<file path="config.mk">
export PLATFORM = sky130hd
export DESIGN_NAME = nor_cmd_flash
export DESIGN_NICKNAME = d
export VERILOG_FILES = /design/src/rtl/nfl_pkg.sv /design/src/rtl/nfl_seq.sv /design/src/rtl/nfl_store.sv /design/src/rtl/nfl_readmux.sv /design/src/rtl/nor_cmd_flash.sv
export SDC_FILE = /design/constraint.sdc
export NUM_CORES = 2
export LEC_CHECK = 0
export BUFFER_PORTS_ARGS = -buffer_cell sky130_fd_sc_hd__buf_2
export CORE_ASPECT_RATIO = 1.1
export CORE_MARGIN = 2
export CORE_UTILIZATION = 25
export DETAILED_ROUTE_END_ITERATION = 7
export GPL_ROUTABILITY_DRIVEN = 0
export SLEW_MARGIN = 20
export SYNTH_ARGS = -nofsm -noshare
export SYNTH_HDL_FRONTEND = slang
export SYNTH_SLANG_ARGS = --single-unit
</file>
<file path="constraint.sdc">
create_clock -name clk -period 3.6 [get_ports clk]
set_clock_uncertainty 0.05 [all_clocks]
set_input_delay 1.08 -clock clk [delete_from_list [all_inputs] [get_ports clk]]
set_output_delay 1.08 -clock clk [all_outputs]
set_load 0.02 [all_outputs]
</file>
<file path="src/rtl/nfl_pkg.sv">
package nfl_pkg;

   typedef enum logic [1:0] {
      CYC_IDLE    = 2'd0,
      CYC_ARG     = 2'd1,
      CYC_DATA    = 2'd2,
      CYC_CONFIRM = 2'd3
   } cyc_e;

   typedef enum logic [1:0] {
      RSEL_ARRAY,
      RSEL_STATUS,
      RSEL_IDENT,
      RSEL_QUERY
   } rsel_e;

   localparam logic [7:0] OP_ARRAY    = 8'h00;
   localparam logic [7:0] OP_PROG_A   = 8'h10;
   localparam logic [7:0] OP_PROG_B   = 8'h40;
   localparam logic [7:0] OP_ERASE    = 8'h20;
   localparam logic [7:0] OP_CLR_ST   = 8'h50;
   localparam logic [7:0] OP_LOCK     = 8'h60;
   localparam logic [7:0] OP_RD_ST    = 8'h70;
   localparam logic [7:0] OP_RD_ID    = 8'h90;
   localparam logic [7:0] OP_QUERY    = 8'h98;
   localparam logic [7:0] OP_BUF_WR   = 8'hE8;
   localparam logic [7:0] OP_CONFIRM  = 8'hD0;
   localparam logic [7:0] OP_LOCK_ALT = 8'h01;
   localparam logic [7:0] OP_ALT_RST  = 8'hF0;
   localparam logic [7:0] OP_RESET    = 8'hFF;

   localparam int ST_READY    = 7;
   localparam int ST_ERASE_ER = 5;
   localparam int ST_PROG_ER  = 4;

   localparam logic [7:0] QRY_LEN = 8'h52;

endpackage

</file>
<file path="src/rtl/nfl_seq.sv">
module nfl_seq
   import nfl_pkg::*;
#(
   parameter int DATA_W = 16
) (
   input  logic              clk,
   input  logic              rst_n,
   input  logic              wr_en,
   input  logic [DATA_W-1:0] wr_data,
   input  logic              ro_mode,
   output logic              prog_en,
   output logic              erase_en,
   output logic [7:0]        status,
   output logic [7:0]        cmd,
   output cyc_e              cyc,
   output rsel_e             rsel
);

   logic [7:0]        op;
   logic [7:0]        st_q, st_d, cmd_q, cmd_d;
   cyc_e              cyc_q, cyc_d;
   logic [DATA_W-1:0] cnt_q, cnt_d;
   logic              to_array;

   assign op = wr_data[7:0];

   always_comb begin
      st_d     = st_q;
      cmd_d    = cmd_q;
      cyc_d    = cyc_q;
      cnt_d    = cnt_q;
      prog_en  = 1'b0;
      erase_en = 1'b0;
      to_array = 1'b0;
      if (wr_en) begin
         case (cyc_q)
            CYC_IDLE: begin
               case (op)
                  OP_PROG_A, OP_PROG_B, OP_LOCK, OP_QUERY: begin
                     cmd_d = op;
                     cyc_d = CYC_ARG;
                  end
                  OP_ERASE: begin
                     erase_en = !ro_mode;
                     if (ro_mode) st_d[ST_ERASE_ER] = 1'b1;
                     st_d[ST_READY] = 1'b1;
                     cmd_d = op;
                     cyc_d = CYC_ARG;
                  end
                  OP_BUF_WR: begin
                     st_d[ST_READY] = 1'b1;
                     cmd_d = op;
                     cyc_d = CYC_ARG;
                  end
                  OP_RD_ST, OP_RD_ID: cmd_d = op;
                  OP_CLR_ST: begin
                     st_d     = '0;
                     to_array = 1'b1;
                  end
                  default: to_array = 1'b1;
               endcase
            end
            CYC_ARG: begin
               case (cmd_q)
                  OP_PROG_A, OP_PROG_B: begin
                     prog_en = !ro_mode;
                     if (ro_mode) st_d[ST_PROG_ER] = 1'b1;
                     st_d[ST_READY] = 1'b1;
                     cyc_d = CYC_IDLE;
                  end
                  OP_ERASE: begin
                     if (op == OP_CONFIRM) begin
                        st_d[ST_READY] = 1'b1;
                        cyc_d = CYC_IDLE;
                     end else begin
                        to_array = 1'b1;
                     end
                  end
                  OP_LOCK: begin
                     if (op == OP_CONFIRM || op == OP_LOCK_ALT) begin
                        st_d[ST_READY] = 1'b1;
                        cyc_d = CYC_IDLE;
                     end else begin
                        to_array = 1'b1;
                     end
                  end
                  OP_BUF_WR: begin
                     cnt_d = wr_data;
                     cyc_d = CYC_DATA;
                  end
                  OP_QUERY: to_array = (op == OP_RESET);
                  default: to_array = 1'b1;
               endcase
            end
            CYC_DATA: begin
               if (cmd_q == OP_BUF_WR) begin
                  prog_en = !ro_mode;
                  if (ro_mode) st_d[ST_PROG_ER] = 1'b1;
                  st_d[ST_READY] = 1'b1;
                  if (cnt_q == '0) cyc_d = CYC_CONFIRM;
                  else             cnt_d = cnt_q - 1'b1;
               end else begin
                  to_array = 1'b1;
               end
            end
            default: begin
               if (cmd_q == OP_BUF_WR && op == OP_CONFIRM) begin
                  st_d[ST_READY] = 1'b1;
                  cyc_d = CYC_IDLE;
               end else begin
                  to_array = 1'b1;
               end
            end
         endcase
         if (to_array) begin
            cyc_d = CYC_IDLE;
            cmd_d = OP_ARRAY;
         end
      end
   end

   always_ff @(posedge clk or negedge rst_n) begin
      if (!rst_n) begin
         st_q  <= '0;
         cmd_q <= OP_ARRAY;
         cyc_q <= CYC_IDLE;
         cnt_q <= '0;
      end else begin
         st_q  <= st_d;
         cmd_q <= cmd_d;
         cyc_q <= cyc_d;
         cnt_q <= cnt_d;
      end
   end

   always_comb begin
      case (cmd_q)
         OP_ARRAY: rsel = RSEL_ARRAY;
         OP_RD_ID: rsel = RSEL_IDENT;
         OP_QUERY: rsel = RSEL_QUERY;
         default:  rsel = RSEL_STATUS;
      endcase
   end

   assign status = st_q;
   assign cmd    = cmd_q;
   assign cyc    = cyc_q;

endmodule

</file>
<file path="src/rtl/nfl_store.sv">
module nfl_store #(
   parameter int         BUS_BYTES    = 2,
   parameter int         SECTOR_BYTES = 64,
   parameter int         NUM_SECTORS  = 4,
   parameter bit         BIG_ENDIAN   = 1'b0,
   parameter logic [7:0] INIT_BYTE    = 8'hFF,
   localparam int        DATA_W       = 8 * BUS_BYTES,
   localparam int        TOTAL        = SECTOR_BYTES * NUM_SECTORS,
   localparam int        ADDR_W       = $clog2(TOTAL)
) (
   input  logic              clk,
   input  logic              rst_n,
   input  logic [ADDR_W-1:0] addr,
   input  logic [DATA_W-1:0] wr_data,
   input  logic              prog_en,
   input  logic              erase_en,
   output logic [DATA_W-1:0] rd_word
);

   localparam int              SEC_W     = $clog2(SECTOR_BYTES);
   localparam logic [ADDR_W-1:0] LANE_MASK = ADDR_W'(BUS_BYTES - 1);

   logic [7:0]        mem [TOTAL];
   logic [ADDR_W-1:0] base;
   logic [DATA_W-1:0] wr_lin, rd_lin;

   assign base = addr & ~LANE_MASK;

   generate
      if (BIG_ENDIAN) begin : g_big
         for (genvar b = 0; b < BUS_BYTES; b++) begin : g_lane
            assign wr_lin[8*b +: 8]                 = wr_data[8*(BUS_BYTES-1-b) +: 8];
            assign rd_word[8*(BUS_BYTES-1-b) +: 8]  = rd_lin[8*b +: 8];
         end
      end else begin : g_little
         assign wr_lin  = wr_data;
         assign rd_word = rd_lin;
      end
   endgenerate

   always_comb begin
      for (int b = 0; b < BUS_BYTES; b++) begin
         rd_lin[8*b +: 8] = mem[base + ADDR_W'(b)];
      end
   end

   always_ff @(posedge clk or negedge rst_n) begin
      if (!rst_n) begin
         for (int i = 0; i < TOTAL; i++) mem[i] <= INIT_BYTE;
      end else if (erase_en) begin
         for (int i = 0; i < TOTAL; i++) begin
            if ((ADDR_W'(i) >> SEC_W) == (base >> SEC_W)) mem[i] <= 8'hFF;
         end
      end else if (prog_en) begin
         for (int b = 0; b < BUS_BYTES; b++) begin
            mem[base + ADDR_W'(b)] <= wr_lin[8*b +: 8];
         end
      end
   end

endmodule

</file>
<file path="src/rtl/nfl_readmux.sv">
module nfl_readmux
   import nfl_pkg::*;
#(
   parameter int         BUS_BYTES    = 2,
   parameter int         SECTOR_BYTES = 64,
   parameter int         NUM_SECTORS  = 4,
   parameter logic [7:0] ID0          = 8'hA5,
   parameter logic [7:0] ID1          = 8'h3C,
   parameter logic [7:0] ID2          = 8'h12,
   parameter logic [7:0] ID3          = 8'h34,
   localparam int        DATA_W       = 8 * BUS_BYTES,
   localparam int        ADDR_W       = $clog2(SECTOR_BYTES * NUM_SECTORS)
) (
   input  logic              clk,
   input  logic              rst_n,
   input  logic              rd_en,
   input  logic [ADDR_W-1:0] addr,
   input  rsel_e             rsel,
   input  logic [7:0]        status,
   input  logic [DATA_W-1:0] array_word,
   output logic [DATA_W-1:0] rd_data
);

   localparam int          LANE_W   = $clog2(BUS_BYTES);
   localparam logic [7:0]  BUF_LOG2 = (BUS_BYTES == 1) ? 8'd8 : 8'd11;
   localparam logic [15:0] BLK_M1   = 16'(NUM_SECTORS - 1);
   localparam logic [23:0] SEC_SZ   = 24'(SECTOR_BYTES);

   logic [7:0]        idx;
   logic [7:0]        qbyte;
   logic [DATA_W-1:0] sel_word, rd_q;

   assign idx = 8'(addr) >> LANE_W;

   always_comb begin
      if (idx >= QRY_LEN) begin
         qbyte = 8'h00;
      end else begin
         case (idx)
            8'h10:   qbyte = 8'h51;
            8'h11:   qbyte = 8'h52;
            8'h12:   qbyte = 8'h59;
            8'h13:   qbyte = 8'h01;
            8'h27:   qbyte = 8'(ADDR_W);
            8'h2A:   qbyte = BUF_LOG2;
            8'h2C:   qbyte = 8'h01;
            8'h2D:   qbyte = BLK_M1[7:0];
            8'h2E:   qbyte = BLK_M1[15:8];
            8'h2F:   qbyte = SEC_SZ[15:8];
            8'h30:   qbyte = SEC_SZ[23:16];
            default: qbyte = 8'h00;
         endcase
      end
   end

   always_comb begin
      case (rsel)
         RSEL_ARRAY:  sel_word = array_word;
         RSEL_IDENT: begin
            if (idx == 8'd0)      sel_word = DATA_W'({ID0, ID1});
            else if (idx == 8'd1) sel_word = DATA_W'({ID2, ID3});
            else                  sel_word = '0;
         end
         RSEL_QUERY:  sel_word = DATA_W'(qbyte);
         default:     sel_word = DATA_W'(status);
      endcase
   end

   always_ff @(posedge clk or negedge rst_n) begin
      if (!rst_n)     rd_q <= '0;
      else if (rd_en) rd_q <= sel_word;
   end

   assign rd_data = rd_q;

endmodule

</file>
<file path="src/rtl/nor_cmd_flash.sv">
module nor_cmd_flash
   import nfl_pkg::*;
#(
   parameter int         BUS_BYTES    = 2,
   parameter int         SECTOR_BYTES = 64,
   parameter int         NUM_SECTORS  = 4,
   parameter bit         BIG_ENDIAN   = 1'b0,
   parameter logic [7:0] INIT_BYTE    = 8'hFF,
   parameter logic [7:0] ID0          = 8'hA5,
   parameter logic [7:0] ID1          = 8'h3C,
   parameter logic [7:0] ID2          = 8'h12,
   parameter logic [7:0] ID3          = 8'h34,
   localparam int        DATA_W       = 8 * BUS_BYTES,
   localparam int        ADDR_W       = $clog2(SECTOR_BYTES * NUM_SECTORS)
) (
   input  logic              clk,
   input  logic              rst_n,
   input  logic [ADDR_W-1:0] addr,
   input  logic              wr_en,
   input  logic [DATA_W-1:0] wr_data,
   input  logic              rd_en,
   input  logic              ro_mode,
   output logic [DATA_W-1:0] rd_data
);

   generate
      if (BUS_BYTES != 1 && BUS_BYTES != 2 && BUS_BYTES != 4) begin : g_bad_bus
         $error("nor_cmd_flash: BUS_BYTES must be 1, 2 or 4");
      end
      if (NUM_SECTORS < 2 || (NUM_SECTORS & (NUM_SECTORS - 1)) != 0) begin : g_bad_nsec
         $error("nor_cmd_flash: NUM_SECTORS must be a power of two of at least 2");
      end
      if (SECTOR_BYTES < BUS_BYTES || (SECTOR_BYTES & (SECTOR_BYTES - 1)) != 0) begin : g_bad_sec
         $error("nor_cmd_flash: SECTOR_BYTES must be a power of two not below BUS_BYTES");
      end
   endgenerate

   logic              prog_en, erase_en;
   logic [7:0]        seq_status, seq_cmd;
   cyc_e              seq_cyc;
   rsel_e             seq_rsel;
   logic [DATA_W-1:0] array_word;

   nfl_seq #(.DATA_W(DATA_W)) seq_i (
      .clk      (clk),
      .rst_n    (rst_n),
      .wr_en    (wr_en),
      .wr_data  (wr_data),
      .ro_mode  (ro_mode),
      .prog_en  (prog_en),
      .erase_en (erase_en),
      .status   (seq_status),
      .cmd      (seq_cmd),
      .cyc      (seq_cyc),
      .rsel     (seq_rsel)
   );

   nfl_store #(
      .BUS_BYTES    (BUS_BYTES),
      .SECTOR_BYTES (SECTOR_BYTES),
      .NUM_SECTORS  (NUM_SECTORS),
      .BIG_ENDIAN   (BIG_ENDIAN),
      .INIT_BYTE    (INIT_BYTE)
   ) store_i (
      .clk      (clk),
      .rst_n    (rst_n),
      .addr     (addr),
      .wr_data  (wr_data),
      .prog_en  (prog_en),
      .erase_en (erase_en),
      .rd_word  (array_word)
   );

   nfl_readmux #(
      .BUS_BYTES    (BUS_BYTES),
      .SECTOR_BYTES (SECTOR_BYTES),
      .NUM_SECTORS  (NUM_SECTORS),
      .ID0          (ID0),
      .ID1          (ID1),
      .ID2          (ID2),
      .ID3          (ID3)
   ) rmux_i (
      .clk        (clk),
      .rst_n      (rst_n),
      .rd_en      (rd_en),
      .addr       (addr),
      .rsel       (seq_rsel),
      .status     (seq_status),
      .array_word (array_word),
      .rd_data    (rd_data)
   );

endmodule

</file>
==> flow_metrics.py <==
metrics = {
    "global_routing": {
        "grt_max_degree": 132,
        "grt_pass1_vias": 67000,
        "grt_pass1_wl_mm": 442,
        "overflow": 0,
        "antenna_found_initial": 13,
        "track_usage": 0.150,
    },
    "sta": {
        "fin_crit_sh": 0.966,
        "slew_headroom": 0.293,
        "setup_viol": 0,
        "hold_viol": 0,
        "whs_ns": 0.249,
        "fmax_ghz": 0.288,
        "slew_violations": 0,
        "rsz0062_at_grt": "no",
        "timing.setup.tns_ns": 0,
        "min_period_ns": 3.48,
        "tightest_slew_ns": 1.06,
    },
    "drt": {
        "drtIter0Drc": 5800,
        "drc_errors": 0,
        "drt-pass1-iter-count": 7,
        "vias_per_cell": 4.77,
        "postRouteAntennaNets": 0,
        "num_vias": 67100,
        "wl_per_cell_um": 20.7,
        "wl_mm": 291,
    },
    "synthesis": {
        "synth_edf_count": 0,
        "ys_warn_count": 0,
        "syn-instance-count": 8765,
        "synth-seq-cells": 2093,
        "ys_types": 76,
        "synth_top_area_frac": 0.569,
        "syn_avg_cell_area_um2": 10.8,
        "yosysTopAreaCell": "dfstp_2",
        "synth-async-reset-ratio": 1.00,
        "syn_area_mm2": 0.0946,
        "syn_nets": 8799,
        "synth_ff_type": "dfstp_2",
        "ys_seq_area_frac": 0.581,
        "synth.area.top_cells": "dfstp_2 57%, o21ai_0 12%, mux4_2 11%",
    },
    "critical_path": {
        "crit_required_ns": 4.33,
        "cp_slowest_stage_delay_ns": 0.62,
        "cp_num_buf_inv": 4,
        "end_kind": "flop",
        "crit_chain": "buf_8, buf_12, buf_12, mux4_2, a22o_1, a221oi_1, buf_4, o22ai_1, a21oi_1, nor2_1, a21o_1",
        "critical-path-slowest-cell": "a221oi_1",
        "crit_top_cell": "buf_12",
        "crit_arrival_ns": 4.21,
        "critPathKind": "in2reg",
        "crit_path_start_kind": "input port",
        "critPathMaxFanout": 16,
        "critPathTopFamily": "compound AO/OA/AOI/OAI gates",
    },
    "cts": {
        "htree_levels": 4,
        "cts.path.max_buffers": 4,
        "cts-resized-gates": 0,
        "post_cts_buffers": 0,
        "hold_buffers": 0,
        "cts.sinks": 2093,
        "clkTransAtPathRegs_ns": 0.07,
        "cts_made_buffers": 222,
        "clk_latency_ns": 0.90,
        "cts_tree": "built",
        "cts-root-buf": "clkbuf_16",
    },
    "layout": {
        "layout_common_cells": "2247 x nand2_1, 2176 x o21ai_0, 2048 x dfstp_2",
        "final_common_cell": "nand2_1",
        "drive_gt1_frac": 0.402,
        "design_area_mm2": 0.114,
        "fin_nets": 8910,
        "utilization": 0.302,
        "areaGrowthSynthToFinish_pct": 20.0,
    },
    "job": {
        "max_cap_violations": 0,
    },
    "die": {
        "floorplan.initialDensity": 0.252,
        "design.die.area_mm2": 0.383,
        "die_h_um": 649,
        "core_mm2": 0.376,
        "rows": 236,
        "ios": 45,
        "die_x_um": 591,
    },
    "placed_design": {
        "port_buffers": 43,
        "place_area_mm2": 0.106,
        "place_hpwl_mm": 189,
    },
    "pwr": {
        "vdd_drop_max_mv": 0.373,
        "cellLeakagePower_nw": 40.3,
        "power_density_mw_per_mm2": 440,
    },
    "status": {
        "run_status": "completed",
    },
    "hold_path": {
        "hp-class": "in2async",
    },
}
[final timing paths]
path	slack, ns	startpoint	cells after the start	to
setup / recovery	0.12	addr[1]	11	rmux_i.rd_data[13]
hold / removal	0.25	rst_n	1	store_i.mem[432]
setup reg to reg	0.52	seq_i.cyc[0]	11	store_i.mem[296]
hold reg to reg	0.41	store_i.mem[1025]	2	store_i.mem[1025]
max in group asynchronous	2.23	rst_n	3	store_i.mem[1392]
min in group clk	0.41	store_i.mem[1025]	2	store_i.mem[1025]
[state kept, by name, summed over array words and instances (netlist names)]
name            count
store_i.mem      2048
seq_i.cyc           2
seq_i.status        3
seq_i.cnt_q        16
rmux_i.rd_data     16
seq_i.cmd           8
[area by class of cell]
| cell class | instances | area [um^2] |
|---|---|---|
| antenna | 11 | 27.5 |
| clock buffer | 325 | 6530 |
| clock inverter | 68 | 883 |
| fill | 38500 | 263000 |
| inverter | 18 | 71.3 |
| multi-input combinational | 5790 | 36200 |
| sequential | 2093 | 54900 |
| tap | 4998 | 6250 |
| timing repair buffer | 751 | 8660 |
[synth_stat cells (11+ instances only)]
library cell	count
a22oi_1	71
nand2_1	2247
nor2_1	64
clkbuf_1	712
a221oi_1	32
nand3_1	34
a21oi_1	96
a211oi_1	34
o22ai_1	82
o21ai_0	2176
o21ai_1	40
mux2i_1	163
nor2b_1	19
mux4_2	446
dfrtp_1	45
buf_4	38
dfstp_2	2048
nand2b_1	11
a31oi_1	17
o211ai_1	13
o221ai_1	31
inv_1	16
nor3_1	18
a22o_1	48
buf_2	100
[cell families after synthesis]
| kind of cell | after synthesis | synth area share |
|---|---|---|
| AND/OR/NAND/NOR | 2475 | 0.103 |
| AO/OA/AOI/OAI | 2693 | 0.153 |
| adder cells (fa/ha/maj) | 5 | 0.000661 |
| buffers and inverters | 882 | 0.0382 |
| XOR/XNOR | 1 | 0.0000926 |
| flip-flops | 2093 | 0.581 |
| multiplexers | 616 | 0.124 |
[per-stage QoR]
step                      setup WS (ns)  total power [mW]  instances
after floorplan                   0.203              25.1       8765
after global placement           -0.767              27.0      13600
after detailed placement         -0.759              27.0      13600
after CTS                         0.180              50.6      14000
after global routing              0.142              51.6      14000
final                             0.123              50.0      14100
[per-layer routing]
metal  global-route usage  vias up  wire length (um)  part of all wire
li1                     -    30900                 -                 -
met1                0.203    33900            128000              0.44
met2                0.241     1812            136000              0.47
met3               0.0201      487             16000             0.055
met4               0.0571        4             11700             0.040
met5                    0        -                23          0.000079
[worst reg2reg max path: cells and delay by family, from the launching register on]
family,cells,cell delay [ns]
buf+inv,4,1.21
simple gates,4,0.68
flops,1,0.40
fa+ha+maj,1,0.33
compound gates,2,0.31
[power breakdown]
| group | total (mW) | internal [mW] | switching (mW) | leakage [nW] |
|---|---|---|---|---|
| logic | 2.83 | 0.857 | 1.97 | 14.9 |
| registers | 23.8 | 23.7 | 0.0983 | 21.7 |
| clock network | 23.4 | 13.7 | 9.68 | 3.66 |
| total | 50.0 | 38.3 | 11.7 | 40.3 |
No activity file was read; power rests on OpenSTA's default activity.
